<file path="config.mk">
export PLATFORM = sky130hd
export DESIGN_NAME = tw_user_mem_slave
export DESIGN_NICKNAME = d
export VERILOG_FILES = /design/src/rtl/tw_um_pkg.sv /design/src/rtl/tw_line_sync.sv /design/src/rtl/tw_bus_engine.sv /design/src/rtl/tw_user_store.sv /design/src/rtl/tw_user_mem_slave.sv
export SDC_FILE = /design/constraint.sdc
export NUM_CORES = 1
export LEC_CHECK = 0
export BUFFER_PORTS_ARGS = -buffer_cell sky130_fd_sc_hd__buf_2
export CAP_MARGIN = 20
export CORE_ASPECT_RATIO = 1.75
export CORE_UTILIZATION = 54
export DETAILED_ROUTE_END_ITERATION = 10
export PLACE_DENSITY = 0.82
export SYNTH_ARGS = -nofsm -noshare
export SYNTH_HDL_FRONTEND = slang
export SYNTH_HIERARCHICAL = 1
export SYNTH_SLANG_ARGS = --single-unit
</file>
<file path="constraint.sdc">
create_clock -name clk -period 3.4 [get_ports clk]
set_clock_uncertainty 0.1 [all_clocks]
set_input_delay 0.17 -clock clk [delete_from_list [all_inputs] [get_ports clk]]
set_output_delay 0.17 -clock clk [all_outputs]
set_load 0.005 [all_outputs]
</file>
<file path="src/rtl/tw_um_pkg.sv">
package tw_um_pkg;

   typedef enum logic [2:0] {
      ST_IDLE,
      ST_ADDR,
      ST_PTR,
      ST_WDAT,
      ST_ACK,
      ST_TX,
      ST_MACK
   } tw_state_e;

   // location after 'loc'; anything at or past 'last' goes back to zero
   function automatic logic [7:0] tw_next_loc(input logic [7:0] loc, input logic [7:0] last);
      return (loc >= last) ? 8'd0 : loc + 8'd1;
   endfunction

endpackage

</file>
<file path="src/rtl/tw_line_sync.sv">
module tw_line_sync #(
   parameter int             WIDTH  = 1,
   parameter int             STAGES = 2,
   parameter logic [WIDTH-1:0] IDLE = '0
) (
   input  logic             clk,
   input  logic             rst_n,
   input  logic [WIDTH-1:0] d,
   output logic [WIDTH-1:0] q,
   output logic [WIDTH-1:0] q_prev
);

   generate
      if (STAGES < 2) begin : g_bad_stages
         $error("tw_line_sync: STAGES must be at least 2");
      end
      if (WIDTH < 1) begin : g_bad_width
         $error("tw_line_sync: WIDTH must be at least 1");
      end
   endgenerate

   // stage STAGES-1 is the synchronised value, stage STAGES its previous sample
   logic [STAGES:0][WIDTH-1:0] stg;

   always_ff @(posedge clk or negedge rst_n) begin
      if (!rst_n) stg <= {(STAGES+1){IDLE}};
      else        stg <= {stg[STAGES-1:0], d};
   end

   assign q      = stg[STAGES-1];
   assign q_prev = stg[STAGES];

endmodule

</file>
<file path="src/rtl/tw_bus_engine.sv">
module tw_bus_engine
   import tw_um_pkg::*;
#(
   parameter logic [6:0] DEV_ADDR = 7'h52,
   parameter int         LAST_LOC = 10
) (
   input  logic       clk,
   input  logic       rst_n,
   input  logic       sda_q,
   input  logic       scl_rise,
   input  logic       scl_fall,
   input  logic       start_p,
   input  logic       stop_p,
   input  logic [7:0] rd_data,
   output logic [7:0] ptr,
   output logic       sda_oe,
   output logic       wr_en,
   output logic [7:0] wr_addr,
   output logic [7:0] wr_data
);

   localparam logic [7:0] LAST = 8'(LAST_LOC);

   tw_state_e  st_q, after_q;
   logic [3:0] cnt_q;
   logic [7:0] sh_q;
   logic [7:0] tx_q;
   logic       mack_q;

   always_ff @(posedge clk or negedge rst_n) begin
      if (!rst_n) begin
         st_q    <= ST_IDLE;
         after_q <= ST_IDLE;
         cnt_q   <= '0;
         sh_q    <= '0;
         tx_q    <= '0;
         mack_q  <= 1'b0;
         ptr     <= '0;
         sda_oe  <= 1'b0;
         wr_en   <= 1'b0;
         wr_addr <= '0;
         wr_data <= '0;
      end else begin
         wr_en <= 1'b0;
         if (start_p) begin
            st_q   <= ST_ADDR;
            cnt_q  <= '0;
            sda_oe <= 1'b0;
         end else if (stop_p) begin
            st_q   <= ST_IDLE;
            sda_oe <= 1'b0;
         end else begin
            unique case (st_q)
               ST_ADDR, ST_PTR, ST_WDAT: begin
                  if (scl_rise) begin
                     sh_q  <= {sh_q[6:0], sda_q};
                     cnt_q <= cnt_q + 4'd1;
                  end else if (scl_fall && cnt_q == 4'd8) begin
                     cnt_q <= '0;
                     if (st_q == ST_ADDR) begin
                        if (sh_q[7:1] == DEV_ADDR) begin
                           sda_oe  <= 1'b1;
                           st_q    <= ST_ACK;
                           after_q <= sh_q[0] ? ST_TX : ST_PTR;
                        end else begin
                           st_q <= ST_IDLE;
                        end
                     end else if (st_q == ST_PTR) begin
                        sda_oe  <= 1'b1;
                        st_q    <= ST_ACK;
                        after_q <= ST_WDAT;
                        ptr     <= sh_q;
                     end else begin
                        sda_oe  <= 1'b1;
                        st_q    <= ST_ACK;
                        after_q <= ST_WDAT;
                        wr_en   <= 1'b1;
                        wr_addr <= ptr;
                        wr_data <= sh_q;
                        ptr     <= tw_next_loc(ptr, LAST);
                     end
                  end
               end
               ST_ACK: begin
                  if (scl_fall) begin
                     st_q  <= after_q;
                     cnt_q <= '0;
                     if (after_q == ST_TX) begin
                        tx_q   <= rd_data;
                        sda_oe <= ~rd_data[7];
                        ptr    <= tw_next_loc(ptr, LAST);
                     end else begin
                        sda_oe <= 1'b0;
                     end
                  end
               end
               ST_TX: begin
                  if (scl_rise) begin
                     cnt_q <= cnt_q + 4'd1;
                  end else if (scl_fall) begin
                     if (cnt_q == 4'd8) begin
                        sda_oe <= 1'b0;
                        st_q   <= ST_MACK;
                     end else begin
                        tx_q   <= {tx_q[6:0], 1'b0};
                        sda_oe <= ~tx_q[6];
                     end
                  end
               end
               ST_MACK: begin
                  if (scl_rise) begin
                     mack_q <= ~sda_q;
                  end else if (scl_fall) begin
                     if (mack_q) begin
                        tx_q   <= rd_data;
                        sda_oe <= ~rd_data[7];
                        ptr    <= tw_next_loc(ptr, LAST);
                        cnt_q  <= '0;
                        st_q   <= ST_TX;
                     end else begin
                        st_q <= ST_IDLE;
                     end
                  end
               end
               default: ;
            endcase
         end
      end
   end

endmodule

</file>
<file path="src/rtl/tw_user_store.sv">
module tw_user_store #(
   parameter int MEM_BYTES = 10
) (
   input  logic                   clk,
   input  logic                   rst_n,
   input  logic                   wr_en,
   input  logic [7:0]             wr_addr,
   input  logic [7:0]             wr_data,
   input  logic [7:0]             rd_addr,
   input  logic                   evt_q,
   input  logic                   evt_prev,
   output logic [7:0]             rd_data,
   output logic                   lock_q,
   output logic [MEM_BYTES*8-1:0] shadow_flat,
   output logic [MEM_BYTES*8-1:0] backing_flat
);

   localparam logic [7:0] LOCK_LOC = 8'(MEM_BYTES);

   always_ff @(posedge clk or negedge rst_n) begin
      if (!rst_n) begin
         shadow_flat <= '0;
      end else begin
         for (int i = 0; i < MEM_BYTES; i++) begin
            if (wr_en && !lock_q && wr_addr == 8'(i)) shadow_flat[i*8 +: 8] <= wr_data;
         end
      end
   end

   // commit only once the event has read inactive on two samples
   always_ff @(posedge clk or negedge rst_n) begin
      if (!rst_n)                 backing_flat <= '0;
      else if (!evt_q && !evt_prev) backing_flat <= shadow_flat;
   end

   always_ff @(posedge clk or negedge rst_n) begin
      if (!rst_n)                                      lock_q <= 1'b0;
      else if (wr_en && wr_addr == LOCK_LOC && wr_data[0]) lock_q <= 1'b1;
   end

   always_comb begin
      rd_data = 8'hFF;
      if (rd_addr == LOCK_LOC) rd_data = {7'd0, lock_q};
      for (int k = 0; k < MEM_BYTES; k++) begin
         if (rd_addr == 8'(k)) rd_data = backing_flat[k*8 +: 8];
      end
   end

endmodule

</file>
<file path="src/rtl/tw_user_mem_slave.sv">
module tw_user_mem_slave
   import tw_um_pkg::*;
#(
   parameter logic [6:0] DEV_ADDR    = 7'h52,
   parameter int         MEM_BYTES   = 10,
   parameter int         SYNC_STAGES = 2
) (
   input  logic clk,
   input  logic rst_n,
   input  logic scl_i,
   input  logic sda_i,
   output logic sda_oe_o,
   input  logic event_i
);

   localparam int         LINES     = 3;
   localparam logic [2:0] LINE_IDLE = 3'b011;
   localparam int         MW        = MEM_BYTES * 8;

   generate
      if (MEM_BYTES < 1 || MEM_BYTES > 254) begin : g_bad_depth
         $error("tw_user_mem_slave: MEM_BYTES must be within 1..254");
      end
   endgenerate

   logic [LINES-1:0] ln_q, ln_prev;

   tw_line_sync #(
      .WIDTH (LINES),
      .STAGES(SYNC_STAGES),
      .IDLE  (LINE_IDLE)
   ) u_sync (
      .clk   (clk),
      .rst_n (rst_n),
      .d     ({event_i, sda_i, scl_i}),
      .q     (ln_q),
      .q_prev(ln_prev)
   );

   logic scl_s, sda_s, evt_s, evt_prev;
   logic scl_rise, scl_fall, start_p, stop_p;

   assign scl_s    = ln_q[0];
   assign sda_s    = ln_q[1];
   assign evt_s    = ln_q[2];
   assign evt_prev = ln_prev[2];
   assign scl_rise = scl_s & ~ln_prev[0];
   assign scl_fall = ~scl_s & ln_prev[0];
   assign start_p  = scl_s & ln_prev[0] & ~sda_s & ln_prev[1];
   assign stop_p   = scl_s & ln_prev[0] & sda_s & ~ln_prev[1];

   logic [7:0]    ptr, rd_data, wr_addr, wr_data;
   logic          wr_en, lock_q;
   logic [MW-1:0] shadow_flat, backing_flat;

   tw_bus_engine #(
      .DEV_ADDR(DEV_ADDR),
      .LAST_LOC(MEM_BYTES)
   ) u_engine (
      .clk     (clk),
      .rst_n   (rst_n),
      .sda_q   (sda_s),
      .scl_rise(scl_rise),
      .scl_fall(scl_fall),
      .start_p (start_p),
      .stop_p  (stop_p),
      .rd_data (rd_data),
      .ptr     (ptr),
      .sda_oe  (sda_oe_o),
      .wr_en   (wr_en),
      .wr_addr (wr_addr),
      .wr_data (wr_data)
   );

   tw_user_store #(
      .MEM_BYTES(MEM_BYTES)
   ) u_store (
      .clk         (clk),
      .rst_n       (rst_n),
      .wr_en       (wr_en),
      .wr_addr     (wr_addr),
      .wr_data     (wr_data),
      .rd_addr     (ptr),
      .evt_q       (evt_s),
      .evt_prev    (evt_prev),
      .rd_data     (rd_data),
      .lock_q      (lock_q),
      .shadow_flat (shadow_flat),
      .backing_flat(backing_flat)
   );

endmodule

</file>
* After elaboration in Yosys (flattened, before gate mapping)
Cells that the tools add are included.
** Storage, ports and cells
- Bits in registers :: 222
- Output and inout bits :: 1
- Word-level logic and storage cells :: 219
- Bits of input ports :: 5
** Cells by class
- Reductions and logical operators :: 34
- Add/sub/neg operators :: 2
- Bitwise logic cells :: 18
- Order comparisons :: 1
- Equality and inequality tests :: 58
- Muxes and demuxes :: 80
** Operators with widths (number)
- $mux 8 :: 21
- $eq 8x3->1 const B :: 8
- $mux 7 :: 8
- $eq 8x4->1 const B :: 6
- $mux 3 :: 16
- $mux 4 :: 9
- $eq 8x2->1 const B :: 4
- $ne 4x3->1 const B :: 7
- $pmux 8 s3 :: 1
- $reduce_and 11->1 :: 2
- $mux 1 :: 21
- $pmux 7 s3 :: 1
- $eq 8x1->1 const B :: 2
- $logic_not 8->1 :: 2
- $pmux 4 s4 :: 1
- $logic_and 1x1->1 :: 15
- $ne 2x2->1 const B :: 7
- $eq 3x3->1 const B :: 4
- $ne 2x1->1 const B :: 6
- $ne 4x4->1 const B :: 3
- $pmux 3 s4 :: 1
- $not 1->1 :: 11
- $reduce_and 10->1 :: 1
- $ne 3x2->1 const B :: 3
- other kinds (21) :: 33

* Logic depth before layout (Yosys ltp)
Gate-level depths: netlist of the first run.
- Depth after elaboration :: 19
- Gate-level depth with buffers :: 11
- Depth with buffers taken out :: 8

* By module
Netlist of the first run, hierarchy kept.
** By module, submodules not included
- tw_user_store :: area each 6975.4 µm², cells an instance 501, instances 1, seq. area each 4028.9 µm²
- tw_bus_engine :: area each 2646.3 µm², cells an instance 234, instances 1, seq. area each 1301.2 µm²
- tw_line_sync :: area each 277.8 µm², cells an instance 15, instances 1, seq. area each 232.7 µm²
- tw_user_mem_slave :: area each 32.5 µm², cells an instance 4, instances 1, seq. area each 0.0 µm²

* Worst setup path after synthesis of the first run
Ideal clock, no wire load.
- Path type :: register -> register
- Start :: register u_engine.ptr[5]
- End :: register u_engine.tx_q[5]
- Setup slack :: 1051 ps
- Required time :: 3175 ps
- Library setup time :: 125 ps
- Cell stages (with the launch flop) :: 7
- Data arrival time :: 2123 ps
- Buffers on the path :: 0
- Period minus slack after synthesis :: 2349 ps
- Path through :: dfrtp_1 -> nor4_2 -> nand2b_1 -> or3_1 -> o221a_2 -> mux2_2 -> mux2_4
** On the way
- Cells in the longest elaborated chain, start to end :: 16
- Elaborated cells on any way between the ends :: 28
- Those cells by class :: 10 x eq/ne; 17 x mux; 1 x reduce/logical
** RTL lines
- from (decl) :: line tw_bus_engine.sv:15 : output logic [7:0] ptr,
- from (signal assigned) :: line tw_bus_engine.sv:72 : ptr <= sh_q;
- from (signal assigned) :: line tw_bus_engine.sv:80 : ptr <= tw_next_loc(ptr, LAST);
- from (signal assigned) :: line tw_bus_engine.sv:91 : ptr <= tw_next_loc(ptr, LAST);
- $eq 8x4->1 :: line tw_user_store.sv:43 : if (rd_addr == LOCK_LOC) rd_data = {7'd0, lock_q};
- $mux 8 :: line tw_user_store.sv:43
- $mux 8 (9 in a row) :: line tw_user_store.sv:45 : if (rd_addr == 8'(k)) rd_data = backing_flat[k*8 +: 8];
- $mux 8 (*) :: line tw_user_store.sv:45
- net rd_data[5] :: line tw_user_mem_slave.sv:52 : logic [7:0] ptr, rd_data, wr_addr, wr_data;
- $mux 7 :: line tw_bus_engine.sv:114 : if (mack_q) begin
- $mux 7 :: line tw_bus_engine.sv:113 : end else if (scl_fall) begin
- $mux 7 :: line tw_bus_engine.sv:111 : if (scl_rise) begin
- $pmux 7 s3 (*) :: line tw_bus_engine.sv:53 : unique case (st_q)
- to (signal assigned) :: line tw_bus_engine.sv:89 : tx_q <= rd_data;
- to (signal assigned) :: line tw_bus_engine.sv:105 : tx_q <= {tx_q[6:0], 1'b0};
- to (signal assigned) :: line tw_bus_engine.sv:115 : tx_q <= rd_data;
- to (decl) :: line tw_bus_engine.sv:27 : logic [7:0] tx_q;
Mark *: on every way through the listed nets, which the timed path passes. The rest lies on a longest branch. The select of a mux whose other input is x is not followed.
A chain may end at the register's enable or synchronous reset.

* Worst setup path after layout of the first run
- Start :: register u_engine.ptr[0]
- End :: register u_engine.tx_q[6]
Same word-level chain as after synthesis.

==> metrics.yaml, run 1 <==
yosys:
  synth_ff_type: "dfrtp_1"
  netlist_area_um2: 9932
  async_reset_ff_frac: 1.000
  synth_cells: 754
  synth_area_per_cell_um2: 13.17
  synth_edf_count: 0
  synth_fp_nets: 763
  synth.distinct_cells: 77
  yosysSeqAreaShare: 0.5601
  ys_ff_latch: 222
  yosys_warnings: 6
place:
  port_buffers: 5
  placed_cell_area_um2: 10160
  hpwlAfterDp_um: 15700
  gp_congestion: 0.9967
global_route:
  antenna_found_initial: 0
  met2_usage: 0.4408
  gr-usage-met1: 0.2790
  grtUsageTotal: 0.2487
  gr-max-usage-layer: "met2"
  grt_overflow: 0
  met3_usage: 0.03482
  grt_pass1_wl_um: 36260
  grt_max_degree: 104
  grt_pass1_vias: 6479
clock_network:
  clkSinkCount: 222
  root_buffer: "clkbuf_16"
  cts_max_path_buffers: 3
  insertion_delay_ns: 0.49
  htreeDepth: 1
  cts-buffers-inserted: 20
  clkTransAtPathRegs_ns: 0.07
  cts_resized: 0
  cts_setup_buffers: 0
  cts_tree: "yes"
  postCtsHoldBufs: 4
setup_path:
  cp-end-kind: "flip-flop"
  cp.required_ns: 3.68
  crit_fanout: 19
  cp_data_arrival_time_ns: 3.13
  cp-start-kind: "flip-flop"
  path_class: "flip-flop to flip-flop"
sta:
  slew_viol_final: 0
  worst-slew-pin-transition_ns: 0.8834
  setup_violations: 0
  grt_setup_unrepaired: "no"
  clock.fmax_ghz: 0.3514
  fin_setup_tns_ns: 0
  finalHoldViolations: 0
  fin_crit_sh: 0.8370
  finalCriticalPeriod_ns: 2.846
  slew_headroom: 0.4027
floorplan:
  ios: 6
  die_w_um: 104.5
  die_area_um2: 18960
  rows: 65
  initial_core_util: 0.5501
  die_h_um: 181.4
  core_area_um2: 18050
routing:
  wl_um: 22640
  wl_per_cell_um: 22.64
  drc: 0
  via_per_inst: 6.194
  num_vias: 6194
  drtPass1Iterations: 5
  drtIter0Drc: 531
  ant_nets: 0
worst_hold_path:
  hold_path_class: "input port to asynchronous set/reset pin"
pwr:
  pwr-share-comb: 0.046
  p_int_w: 0.003981
  power_switching_w: 0.001153
  switching_share: 0.2245
  p_per_area_nw_per_um2: 474.9
  ir_drop_mv: 0.3692
  seqPwrFrac: 0.542
  p_clk_frac: 0.412
  leakage_nw: 5.191
run_status:
  status: "completed"
finish:
  final_cell_mix: "216 x dfrtp_1, 180 x mux2_2, 32 x nand2_1"
  final_common_cell: "dfrtp_1"
  stdcell_area_um2: 10810
  antenna_cells: 0
  area_delta_synth_final_pct: 8.819
  num-nets-final: 762
  layout-drive-gt1-share: 0.3394
run:
  maxCapViolCount: 0
==> state kept, by name, summed over array words and instances, names as in the netlist <==
| signal | flops |
|---|---|
| u_sync/q_prev | 3 |
| u_engine/cnt_q | 4 |
| u_store/lock_q | 1 |
| u_engine/wr_addr | 8 |
| u_engine/sda_oe | 1 |
| u_sync/q | 3 |
| u_store/shadow_flat | 80 |
| u_engine/st_q | 3 |
| u_engine/mack_q | 1 |
| u_engine/sh_q | 8 |
| u_store/backing_flat | 80 |
| u_engine/after_q | 3 |
| u_engine/ptr | 8 |
| u_engine/wr_data | 8 |
| u_engine/wr_en | 1 |
| u_sync/stg | 3 |
| u_engine/tx_q | 7 |
==> Yosys cell counts (all sizes together) (3+ instances only) <==
| cell type | number | share of area |
|---|---|---|
| nand2 | 37 | 0.015 |
| nand4 | 3 | 0.0031 |
| nor4 | 6 | 0.0044 |
| nor4bb | 5 | 0.0050 |
| dfrtp | 216 | 0.54 |
| nand3b | 3 | 0.0023 |
| o22ai | 3 | 0.0019 |
| nor2b | 12 | 0.0076 |
| a2bb2oi | 4 | 0.0035 |
| nor2 | 25 | 0.010 |
| nor3 | 6 | 0.0035 |
| inv | 16 | 0.0060 |
| nand3 | 10 | 0.0055 |
| and2 | 4 | 0.0025 |
| dfstp | 6 | 0.016 |
| a2111oi | 3 | 0.0026 |
| a211oi | 9 | 0.0068 |
| clkbuf | 16 | 0.0060 |
| a21oi | 12 | 0.0060 |
| or3b | 3 | 0.0026 |
| nand2b | 10 | 0.0063 |
| o311ai | 4 | 0.0035 |
| a221oi | 6 | 0.0053 |
| o221a | 3 | 0.0034 |
| ha | 4 | 0.0050 |
| o211ai | 3 | 0.0023 |
| nor3b | 11 | 0.010 |
| mux2i | 11 | 0.011 |
| and3b | 3 | 0.0026 |
| o21ai | 32 | 0.016 |
| mux2 | 196 | 0.22 |
| buf | 30 | 0.017 |
| nor4b | 3 | 0.0026 |
==> logic make-up after synthesis <==
group,synth area share
AOI/OAI and AO/OA,0.07420
adders and majority gates,0.005039
buffers and inverters,0.02948
DFF,0.5601
muxes,0.2356
and+or+nand+nor,0.09562
==> final cells by class <==
type,instances,area (um^2)
inverters,16,60.06
fillers,1362,7247
flip-flops and latches,222,5563
well taps,234,292.8
clock buffers,33,590.6
repair buffers,23,205.2
clock inverters,2,12.51
multi-input cells,470,4084
==> metal layers <==
| layer | vias to the layer above | wire, um | part of all wire |
|---|---|---|---|
| li1 | 2738 | - | - |
| met1 | 3178 | 8337 | 0.37 |
| met2 | 196 | 11890 | 0.53 |
| met3 | 82 | 937 | 0.041 |
| met4 | 0 | 1476 | 0.065 |
| met5 | - | 0 | 0 |
==> through the flow <==
stage          cells    util  hold WS (ns)  power [W]  setup WS [ns]
2_1_floorplan    754       -       -0.2256   0.002944          1.051
3_3_place_gp     961  0.5630        0.1575   0.003043         0.7131
3_5_place_dp     961  0.5630        0.1667   0.003062         0.6380
4_1_cts         1000  0.5986        0.2035   0.005169         0.6063
5_1_grt         1000  0.5986        0.2132   0.005312         0.3922
6_report        1000  0.5986        0.2045   0.005133         0.5543
==> final timing paths <==
kind / start / endpoint / slack [ns] / depth (start not counted)
worst max-delay path: u_engine/ptr[0] / u_engine/tx_q[6] / 0.55 / 6
worst min-delay path: rst_n / u_store/backing_flat[55] / 0.20 / 2
worst max register to register: u_engine/ptr[0] / u_engine/tx_q[6] / 0.55 / 6
worst min register to register: u_sync/stg[2] / u_sync/q[2] / 0.25 / 0
max in group asynchronous: rst_n / u_store/backing_flat[37] / 2.06 / 3
min in group clk: event_i / u_sync/stg[2] / 0.22 / 2
==> worst max-delay path, cell delays in order, from the launching register on <==
cell and delay (ns):
dfrtp_1 0.61, buf_4 0.30, nor3_1 0.70, nor4_1 0.19, o221a_2 0.29, mux2_2 0.26, mux2_4 0.27
==> power by group through the flow <==
| stage | combinational (W) | clock [W] | sequential (W) |
|---|---|---|---|
| CTS | 0.000239 | 0.00215 | 0.00278 |
| finish | 0.000236 | 0.00211 | 0.00278 |
| global route | 0.000263 | 0.00226 | 0.00279 |
| floorplan | 0.000154 | 0 | 0.00279 |
| detailed placement | 0.000233 | 0 | 0.00283 |
| global placement | 0.000220 | 0 | 0.00282 |
No activity file was read; power rests on OpenSTA's default activity.
==> run 2, diff against run 1 <==
--- a/config.mk
+++ b/config.mk
@@ -5,12 +5,13 @@
 export SDC_FILE = /design/constraint.sdc
 export NUM_CORES = 1
 export LEC_CHECK = 0
+export ABC_AREA = 1
 export BUFFER_PORTS_ARGS = -buffer_cell sky130_fd_sc_hd__buf_2
 export CAP_MARGIN = 20
 export CORE_ASPECT_RATIO = 1.75
 export CORE_UTILIZATION = 54
 export DETAILED_ROUTE_END_ITERATION = 10
-export PLACE_DENSITY = 0.82
+export PLACE_DENSITY = 0.84
 export SYNTH_ARGS = -nofsm -noshare
 export SYNTH_HDL_FRONTEND = slang
 export SYNTH_HIERARCHICAL = 1
==> constraint.sdc (replaced) <==
create_clock -name clk -period 2.5 [get_ports clk]
set_clock_uncertainty 0.1 [all_clocks]
set_input_delay 0.125 -clock clk [delete_from_list [all_inputs] [get_ports clk]]
set_output_delay 0.125 -clock clk [all_outputs]
set_load 0.005 [all_outputs]
==> metrics.yaml, run 2 <==
run_status:
  status: "completed"
clock_network:
  insertion_delay_ns: 0.50
  htreeDepth: 1
  root_buffer: "clkbuf_16"
  cts-buffers-inserted: 20
  cts_max_path_buffers: 3
  clkTransAtPathRegs_ns: 0.06
  clkSinkCount: 222
  cts_tree: "yes"
yosys:
  synth_edf_count: 0
  synth_area_per_cell_um2: 8.897
  synth.area.mux_share: 0.05472
  synth_fa_ha_area_frac: 0.005031
  ys_ff_latch: 222
  synth_ff_type: "dfrtp_1"
  synth_most_common_cell: "nand2_1"
  yosys_warnings: 6
  netlist_area_um2: 9947
  synth.distinct_cells: 32
  yosysSeqAreaShare: 0.5592
  synth_simple_gate_area_frac: 0.1975
  synth_top_area_frac: 0.5434
  synth_cells: 1118
  synth_top_family_by_area: "simple AND/OR/NAND/NOR gates"
  ys_top_cells_by_area: "dfrtp_1 54%, nand2_1 12%, inv_1 5.0%, o21ai_1 4.9%, mux2_2 4.9%"
  synth_fp_nets: 1127
  synth_compound_area_frac: 0.1045
  synth_top_area_cell: "dfrtp_1"
  synth_common_cells: "321 x nand2_1, 216 x dfrtp_1, 132 x inv_1"
  synth_xor_area_frac: 0.003522
  async_reset_ff_frac: 1.000
sta:
  worst-slew-pin-transition_ns: 0.7304
  clock.fmax_ghz: 0.4293
  setup_violations: 0
  finalHoldViolations: 0
  fin_setup_tns_ns: 0
  grt_setup_unrepaired: "no"
  fin_crit_sh: 0.9319
  slew_headroom: 0.5125
  slew_viol_final: 0
  finalCriticalPeriod_ns: 2.330
setup_path:
  cp.required_ns: 2.83
  crit_fanout: 24
  path_class: "flip-flop to flip-flop"
  worst_r2r_path_depth: 9
  cp_data_arrival_time_ns: 2.66
  cp-end-kind: "flip-flop"
  cp-start-kind: "flip-flop"
routing:
  drc: 0
  wl_per_cell_um: 17.30
  ant_nets: 0
  via_per_inst: 5.582
  drtIter0Drc: 487
  num_vias: 7725
  wl_um: 23950
  drtPass1Iterations: 5
global_route:
  grt_overflow: 0
  grtUsageTotal: 0.2639
  grt_max_degree: 118
  grt_pass1_wl_um: 39470
  grt_pass1_vias: 7910
  antenna_found_initial: 0
finish:
  antenna_cells: 0
  area_delta_synth_final_pct: 10.44
  regArea_um2: 5565
  top_regs: "u_store/backing_flat: 80 flops, u_store/shadow_flat: 80 flops"
  post_layout_nonfiller_instances: 1384
  num-nets-final: 1145
  final_common_cell: "nand2_1"
  layout-drive-gt1-share: 0.1339
  fillers: 1517
  final_cell_mix: "319 x nand2_1, 214 x dfrtp_1, 132 x inv_1"
  multiInputGateArea_um2: 3656
floorplan:
  die_area_um2: 18990
  initial_core_util: 0.5509
  rows: 65
  core_area_um2: 18050
  ios: 6
  die_w_um: 104.6
  die_h_um: 181.5
worst_hold_path:
  hold_path_class: "input port to asynchronous set/reset pin"
place:
  port_buffers: 5
  hpwlAfterDp_um: 16600
  gp_congestion: 0.8793
  dp_cells: 1343
run:
  maxCapViolCount: 0
pwr:
  leakage_nw: 5.247
  ir_drop_mv: 0.7368
  p_per_area_nw_per_um2: 844.4
==> run 2: cell types whose count changed after synthesis, sizes merged, moves of 7 or more <==
cell,previous run,this run
a211oi,9,2
buf,30,23
inv,16,136
mux2,196,43
nand2,37,331
nand2b,10,0
nand3,10,45
nand4,3,12
nor2,25,64
nor2b,12,0
nor3b,11,0
o21ai,32,178
==> run 2: metrics by stage <==
step | total power (W) | area, um^2 | hold WS (ns) | worst slack (ns) | utilization
final | 0.009276 | 10990 | 0.1001 | 0.1704 | 0.6085
after global routing | 0.009738 | 10990 | 0.1560 | 0.01369 | 0.6085
after CTS | 0.009260 | 10960 | 0.1288 | 0.1502 | 0.6071
after detailed placement | 0.006172 | 10270 | 0.05165 | 0.2208 | 0.5687
after global placement | 0.006129 | 10270 | 0.04280 | 0.2485 | 0.5687
after floorplan | 0.005433 | 9947 | -0.2706 | 0.3510 | -
==> run 2: power breakdown <==
| part | switching, W | leakage [nW] | internal [W] | total, W |
|---|---|---|---|---|
| Combinational | 0.00154 | 1.87 | 0.000760 | 0.00230 |
| Clock | 0.00134 | 0.323 | 0.00174 | 0.00308 |
| Sequential | 0.000161 | 3.06 | 0.00373 | 0.00389 |
==> run 2: critical path, stage by stage (launching register included) <==
cell	delay [ns]
dfstp_2	0.58
inv_1	0.06
nand2_1	0.06
nor2_1	0.05
nor2_1	0.41
nand2_1	0.21
nor4_4	0.26
buf_4	0.30
nand2_1	0.13
o21ai_1	0.09
==> run 2: metal layers <==
metal | vias to the layer above | share of wire | global-route usage | routed length [um]
li1 | 3612 | - | - | -
met1 | 3757 | 0.35 | 0.2786 | 8479
met2 | 266 | 0.54 | 0.4922 | 12930
met3 | 90 | 0.044 | 0.03302 | 1042
met4 | 0 | 0.062 | 0.1634 | 1495
met5 | - | 0 | 0 | 0
==> run 2: what timing repair did <==
action / in CTS / in global routing
endpoints found under the hold margin: 171 / 0
setup endpoints to repair: 0 / 2
hold buffers: 4 / 0
gates resized for setup: 0 / 7
buffers inserted: 0 / 1
==> run 2: kinds of logic (layout without fill, tap and decap cells) <==
group,count (synthesis),in the layout
compound gates,196,196
xor+xnor,4,4
fa+ha+maj,4,4
buf+inv,175,207
flops,222,222
mux,49,49
simple gates,468,468
==> run 2: path summary, 6_finish.rpt <==
kind	startpoint	to	slack, ns
max	u_sync/q[1]	u_engine/wr_addr[6]	0.17
min	rst_n	u_sync/q_prev[2]	0.10
max reg2reg	u_sync/q[1]	u_engine/wr_addr[6]	0.17
min reg2reg	u_sync/stg[2]	u_sync/q[2]	0.25
max in group asynchronous	rst_n	u_sync/q[1]	1.38
min in group clk	scl_i	u_sync/stg[0]	0.19
==> run 2: final cells by class <==
cell class              count  share of cell area
flip-flops and latches    222              0.5066
clock inverters             8            0.006492
inverters                 136             0.04647
clock buffers              28             0.05296
well taps                 234             0.02665
repair buffers             35             0.02802
multi-input cells         721              0.3328
